**config.mk**
```make
export PLATFORM = sky130hd
export DESIGN_NAME = hall_commutator
export DESIGN_NICKNAME = d
export VERILOG_FILES = /design/src/rtl/hall_comm_pkg.sv /design/src/rtl/hall_filter.sv /design/src/rtl/hall_decode.sv /design/src/rtl/pwm_gate.sv /design/src/rtl/hall_commutator.sv
export SDC_FILE = /design/constraint.sdc
export NUM_CORES = 1
export LEC_CHECK = 0
export BUFFER_PORTS_ARGS = -buffer_cell sky130_fd_sc_hd__clkbuf_2
export CELL_PAD_IN_SITES_DETAIL_PLACEMENT = 1
export CELL_PAD_IN_SITES_GLOBAL_PLACEMENT = 2
export CORE_MARGIN = 4
export CORE_UTILIZATION = 33
export CTS_CLUSTER_DIAMETER = 80
export DETAILED_ROUTE_END_ITERATION = 10
export PLACE_DENSITY_LB_ADDON = 0.1
export RECOVER_POWER = 25
export SYNTH_ARGS = -nofsm -noshare
export SYNTH_HDL_FRONTEND = slang
export SYNTH_HIERARCHICAL = 1
export SYNTH_SLANG_ARGS = --single-unit
```
**constraint.sdc**
```tcl
create_clock -name clk_i -period 1.55 [get_ports clk_i]
set_input_delay 0.155 -clock clk_i [delete_from_list [all_inputs] [get_ports clk_i]]
set_output_delay 0.155 -clock clk_i [all_outputs]
set_load 0.02 [all_outputs]
```
**src/rtl/hall_comm_pkg.sv**
```systemverilog
package hall_comm_pkg;
  typedef logic [2:0] phase_t;   // bit n = phase n+1
  localparam int unsigned DEF_SYNC_N   = 2;
  localparam int unsigned DEF_STABLE_N = 3;
  localparam int unsigned DEF_BLANK_N  = 4;
endpackage

```
**src/rtl/hall_filter.sv**
```systemverilog
module hall_filter
  import hall_comm_pkg::*;
#(
  parameter int unsigned SYNC_N   = DEF_SYNC_N,
  parameter int unsigned STABLE_N = DEF_STABLE_N
) (
  input  logic   clk_i,
  input  logic   rst_ni,
  input  phase_t hall_i,
  output phase_t hall_o
);
  localparam int unsigned CW = (STABLE_N > 2) ? $clog2(STABLE_N) : 1;
  localparam logic [CW-1:0] CMAX = CW'(STABLE_N - 1);

  phase_t sync_q [SYNC_N];
  phase_t cand_q, acc_q;
  logic [CW-1:0] cnt_q;

  always_ff @(posedge clk_i or negedge rst_ni) begin
    if (!rst_ni) begin
      for (int i = 0; i < SYNC_N; i++) sync_q[i] <= '0;
    end else begin
      sync_q[0] <= hall_i;
      for (int i = 1; i < SYNC_N; i++) sync_q[i] <= sync_q[i-1];
    end
  end

  // stability counter: restart on any difference
  always_ff @(posedge clk_i or negedge rst_ni) begin
    if (!rst_ni) begin
      cand_q <= '0;
      cnt_q  <= '0;
      acc_q  <= '0;
    end else begin
      cand_q <= sync_q[SYNC_N-1];
      if (sync_q[SYNC_N-1] != cand_q) cnt_q <= '0;
      else if (cnt_q != CMAX)         cnt_q <= cnt_q + 1'b1;
      if (sync_q[SYNC_N-1] == cand_q && cnt_q == CMAX) acc_q <= cand_q;
    end
  end

  assign hall_o = acc_q;

  p_accept_stable_r10: assert property (@(posedge clk_i) disable iff (!rst_ni)
    !$stable(acc_q) |-> ($past(cnt_q) == CMAX));
endmodule

```
**src/rtl/hall_decode.sv**
```systemverilog
module hall_decode
  import hall_comm_pkg::*;
(
  input  phase_t code_i,
  output phase_t src_o,
  output phase_t snk_o,
  output logic   valid_o
);
  always_comb begin
    valid_o = 1'b1;
    unique case (code_i)
      3'b101:  begin src_o = 3'b010; snk_o = 3'b001; end
      3'b100:  begin src_o = 3'b100; snk_o = 3'b001; end
      3'b110:  begin src_o = 3'b100; snk_o = 3'b010; end
      3'b010:  begin src_o = 3'b001; snk_o = 3'b010; end
      3'b011:  begin src_o = 3'b001; snk_o = 3'b100; end
      3'b001:  begin src_o = 3'b010; snk_o = 3'b100; end
      default: begin src_o = '0; snk_o = '0; valid_o = 1'b0; end
    endcase
  end
endmodule

```
**src/rtl/pwm_gate.sv**
```systemverilog
module pwm_gate
  import hall_comm_pkg::*;
#(
  parameter int unsigned BLANK_N = DEF_BLANK_N
) (
  input  logic   clk_i,
  input  logic   rst_ni,
  input  phase_t code_i,
  input  phase_t src_i,
  input  phase_t snk_i,
  input  logic   valid_i,
  input  logic   run_i,
  input  logic   pwm_i,
  input  logic   ilim_i,
  output phase_t hi_en_o,
  output phase_t lo_en_o
);
  localparam int unsigned BW = $clog2(BLANK_N + 1);
  localparam logic [BW-1:0] BLOAD = BW'(BLANK_N - 1);

  phase_t        prev_q;
  logic [BW-1:0] blank_q;
  logic          pwm_q, lim_q;
  logic          change, blank, lim_d, en;

  assign change = (code_i != prev_q);
  assign blank  = change || (blank_q != '0);
  // limit holds until the next carrier rising edge; a new trip wins
  assign lim_d  = ilim_i || (lim_q && !(pwm_i && !pwm_q));
  assign en     = run_i && valid_i;

  always_ff @(posedge clk_i or negedge rst_ni) begin
    if (!rst_ni) begin
      prev_q  <= '0;
      blank_q <= '0;
      pwm_q   <= 1'b0;
      lim_q   <= 1'b0;
      hi_en_o <= '0;
      lo_en_o <= '0;
    end else begin
      prev_q  <= code_i;
      pwm_q   <= pwm_i;
      lim_q   <= lim_d;
      if (change)              blank_q <= BLOAD;
      else if (blank_q != '0)  blank_q <= blank_q - 1'b1;
      hi_en_o <= en ? src_i : '0;
      lo_en_o <= (en && pwm_i && !lim_d && !blank) ? snk_i : '0;
    end
  end

  p_onehot_r11: assert property (@(posedge clk_i) disable iff (!rst_ni)
    $onehot0(hi_en_o) && $onehot0(lo_en_o));
  p_no_shoot_r11: assert property (@(posedge clk_i) disable iff (!rst_ni)
    (hi_en_o & lo_en_o) == '0);
  p_ilim_cut_r4: assert property (@(posedge clk_i) disable iff (!rst_ni)
    ilim_i |=> lo_en_o == '0);
  p_blank_start_r9: assert property (@(posedge clk_i) disable iff (!rst_ni)
    change |=> lo_en_o == '0);
  p_pwm_off_r3: assert property (@(posedge clk_i) disable iff (!rst_ni)
    !pwm_i |=> lo_en_o == '0);
endmodule

```
**src/rtl/hall_commutator.sv**
```systemverilog
module hall_commutator
  import hall_comm_pkg::*;
#(
  parameter int unsigned SYNC_N   = DEF_SYNC_N,
  parameter int unsigned STABLE_N = DEF_STABLE_N,
  parameter int unsigned BLANK_N  = DEF_BLANK_N
) (
  input  logic       clk_i,
  input  logic       rst_ni,
  input  logic [2:0] hall_i,
  input  logic       dir_i,
  input  logic       stop_i,
  input  logic       pwm_i,
  input  logic       ilim_i,
  input  logic       tsd_i,
  output logic [2:0] hi_en_o,
  output logic [2:0] lo_en_o
);
  phase_t hall_acc, code, src, snk;
  logic   valid, dir_q;

  hall_filter #(.SYNC_N(SYNC_N), .STABLE_N(STABLE_N)) u_filter (
    .clk_i, .rst_ni, .hall_i, .hall_o(hall_acc)
  );

  always_ff @(posedge clk_i or negedge rst_ni) begin
    if (!rst_ni)     dir_q <= 1'b0;
    else if (stop_i) dir_q <= dir_i;
  end

  assign code = hall_acc ^ {3{dir_q}};

  hall_decode u_decode (.code_i(code), .src_o(src), .snk_o(snk), .valid_o(valid));

  pwm_gate #(.BLANK_N(BLANK_N)) u_gate (
    .clk_i, .rst_ni,
    .code_i(code), .src_i(src), .snk_i(snk), .valid_i(valid),
    .run_i(!stop_i && !tsd_i),
    .pwm_i, .ilim_i,
    .hi_en_o, .lo_en_o
  );

  p_dir_hold_r6: assert property (@(posedge clk_i) disable iff (!rst_ni)
    !stop_i |=> $stable(dir_q));
  p_stop_off_r5: assert property (@(posedge clk_i) disable iff (!rst_ni)
    stop_i |=> (hi_en_o == '0 && lo_en_o == '0));
  p_tsd_off_r7: assert property (@(posedge clk_i) disable iff (!rst_ni)
    tsd_i |=> (hi_en_o == '0 && lo_en_o == '0));
endmodule

```
==> summary.md <==
| Metric | Value |
|---|---|
| Port bufs | `15` |
| Worst-case clock buffer depth | `2` |
| Die H | `66.6 um` |
| Post-synthesis mux area share | `0.0485` |
| Arr. time, crit path | `1.79 ns` |
| Max VDD drop | `460 uV` |
| Cell area after layout | `1600 um2` |
| Initial Utilization | `0.340` |
| Post-synth top area cell | `dfrtp_1` |
| Crit-path most repeated cell | `buf_4` |
| Pwr Total | `1.90 mW` |
| Core area | `3340 um2` |
| Share of layout cells above drive strength 1 | `0.400` |
| Hold Crit Class | `in2reg` |
| Total track usage | `0.113` |
| Status | `finished with violations` |
| Post-route ant nets | `0` |
| Synth area leaders | `dfrtp_1 (64%), xnor2_1 (4.6%), mux2_2 (4.0%)` |
| Non-Filler Instances | `171` |
| Placed cell area | `1290 um2` |
| Gate Count Post-Synth | `89` |
| Mean Syn Cell Area | `12.8 um2` |
| Total of max-cap violations | `0` |
| Clock buffer count from CTS | `5` |
| Die area | `4440 um2` |
| Final hold violations | `0` |
| Most frequent cells in the layout | `dfrtp_1 (28), clkbuf_2 (14), buf_4 (9)` |
| Ant. Diodes | `0` |
| Crit-path max FO | `6` |
| Placed Cells | `153` |
| Routed wire length | `2100 um` |
| Initial antenna violation count | `0` |
| Largest family of logic cells by synthesized area | `simple AND/OR/NAND/NOR gates` |
| Pwr Density | `1180 nW/um2` |
| Die Span X | `66.6 um` |
| Slew margin rel. | `0.533` |
| Clock sinks | `29` |
| Clk_skew | `0.00986 ns` |
| Vias in the first global route | `795` |
| Io pins | `16` |
| Leak | `0.752 nW` |
| Largest net degree at the start of global routing | `30` |
| CP Class | `reg2reg` |
| Total gr overflow | `0` |
| H-tree depth | `2` |
| Adder-Cell Fraction of Synth Area | `0.0331` |
| NumNets Final | `137` |
| Drt drc | `0` |
| Cell variety after synth | `22` |
| Routed vias/inst | `4.47` |
| Flops & latches, synth | `29` |
| Post-synthesis sequential area ratio | `0.639` |
| Largest stage delay, worst path | `0.50 ns` |
| Count of final setup violators | `6` |
| Clock Tree Root | `clkbuf_4` |
| Vias | `764` |
| Number of core rows | `21` |
| Wirelength per Cell | `12.3 um` |
| Dpl hpwl | `1380 um` |
| First-pass GRT wire length | `3660 um` |
| Max Slew Vio Count | `0` |
| Post-synthesis compound-gate area fraction | `0.0154` |
| Worst-path cell chain | `xor2_1 -> buf_4 -> nor3_2 -> nor2_4 -> buf_4 -> and3_1` |
| Clk pin slew, worst setup/hold paths | `0.09 ns` |
| Fin Hold WS | `0.0252 ns` |
| Synthesis Warnings | `6` |
| Mapped cell area | `1130 um2` |
| RSZ-0062 raised after global routing | `true` |
| Commonest non-fill, non-tap cell in the layout | `dfrtp_1` |
| Post-Synth XOR/XNOR Area | `0.0849` |
| Failing checks | `negative setup slack` |
| Fmax | `634 MHz` |
| CTS tree | `done` |
| # fillers | `377` |
| CP max-delay cell | `dfrtp_2` |
| Setup TNS | `-0.0938 ns` |
| Net Count, Synth | `102` |
| CP required | `1.76 ns` |
| GPL Wtd Cong | `0.666` |
| Crit. End Element | `flop` |
| Period utilisation layout | `1.02` |
| Yosys top cell area share | `0.639` |
| Area fraction in and, or, nand and nor cells after synthesis | `0.162` |
| Clk Latency, worst-skew pair | `0.32 ns` |
| Initial drt markers | `20` |
| Setup ws final | `-0.0266 ns` |
| Area growth from synthesis to layout | `41.2%` |
| Pre-Repair DR Iteration Count | `2` |
| Worst-margin pin slew | `0.700 ns` |
| Critical Path Start Type | `flop` |
| Minimum clock period | `1.58 ns` |
path summary, 6_finish.rpt:
path                                    start                  to  slack, ns  cells past startpoint
max                                     dir_q   u_gate/hi_en_o[0]      -0.03                      6
min                                    ilim_i        u_gate/lim_q       0.03                      2
max reg2reg                             dir_q   u_gate/hi_en_o[0]      -0.03                      6
min reg2reg                u_filter/sync_q[5]  u_filter/sync_q[2]       0.35                      0
max in group asynchronous              rst_ni               dir_q       0.65                      2
min in group asynchronous              rst_ni   u_filter/cnt_q[1]       0.41                      2
repair_timing:
item / in CTS / in global routing
resized for setup: 17 / 3
endpoints found under the setup margin: 7 / 8
hold endpoints to repair: 33 / 0
pin swaps: 7 / 0
setup buffers: 4 / 1
hold buffers: 5 / 0
kinds of logic after synthesis:
family	after synthesis
AO/OA/AOI/OAI	3
buffers and inverters	5
adder cells (fa/ha/maj)	3
AND/OR/NAND/NOR	33
flip-flops	29
multiplexers	5
XOR/XNOR	11
worst max-delay path, delay by kind of cell (launching register included):
kind                   cells  cell delay [ns]
AND/OR/NAND/NOR            3             0.49
XOR/XNOR                   1             0.17
flip-flops                 1             0.50
buffers and inverters      2             0.32
synthesized netlist by cell type (all sizes together):
master / number
nor2: 7
and2b: 2
or2: 1
xnor2: 6
xor2: 5
nand2: 4
a21o: 1
nor3: 1
dfrtp: 29
nand4: 2
nand2b: 2
mux2i: 1
nor2b: 4
a21oi: 2
mux2: 4
and3: 4
clkbuf: 1
nor4: 3
nand3: 3
ha: 3
inv: 4
routing by layer:
metal / track usage / wire (um) / up-vias
li1: - / - / 366
met1: 0.148 / 949 / 382
met2: 0.167 / 1030 / 12
met3: 0.0354 / 71 / 4
met4: 0.0609 / 42 / 0
met5: 0 / 0 / -
where the power goes:
part / internal [mW] / leakage (nW) / switching [mW] / total (mW)
Combinational: 0.216 / 0.350 / 0.192 / 0.408
Sequential: 0.811 / 0.357 / 0.0474 / 0.858
Clock: 0.385 / 0.0455 / 0.246 / 0.632
through the flow:
step / setup slack [ns] / util
6_report: -0.0266 / 0.480
2_1_floorplan: 0.0615 / -
3_3_place_gp: -0.0420 / 0.388
5_1_grt: -0.120 / 0.480
4_1_cts: -0.0167 / 0.470
3_5_place_dp: -0.130 / 0.388
registers in the layout, summed over array words and instances (netlist names), 2 cells and up:
signal	flops
u_filter/cand_q	3
u_gate/blank_q	3
u_gate/lo_en_o	3
u_filter/sync_q	6
u_gate/hi_en_o	3
u_filter/cnt_q	2
u_gate/prev_q	3
u_filter/hall_o	3
area by class of cell:
cell class	instances	area, um2	area share
Timing Repair Buffer	29	191	0.119
Sequential cell	29	727	0.454
Clock inverter	1	30.0	0.0187
Tap cell	46	57.6	0.0359
Clock buffer	7	55.1	0.0343
Inverter	4	15.0	0.00937
Multi-Input combinational cell	55	527	0.329
(Power assumes the default switching activity.)
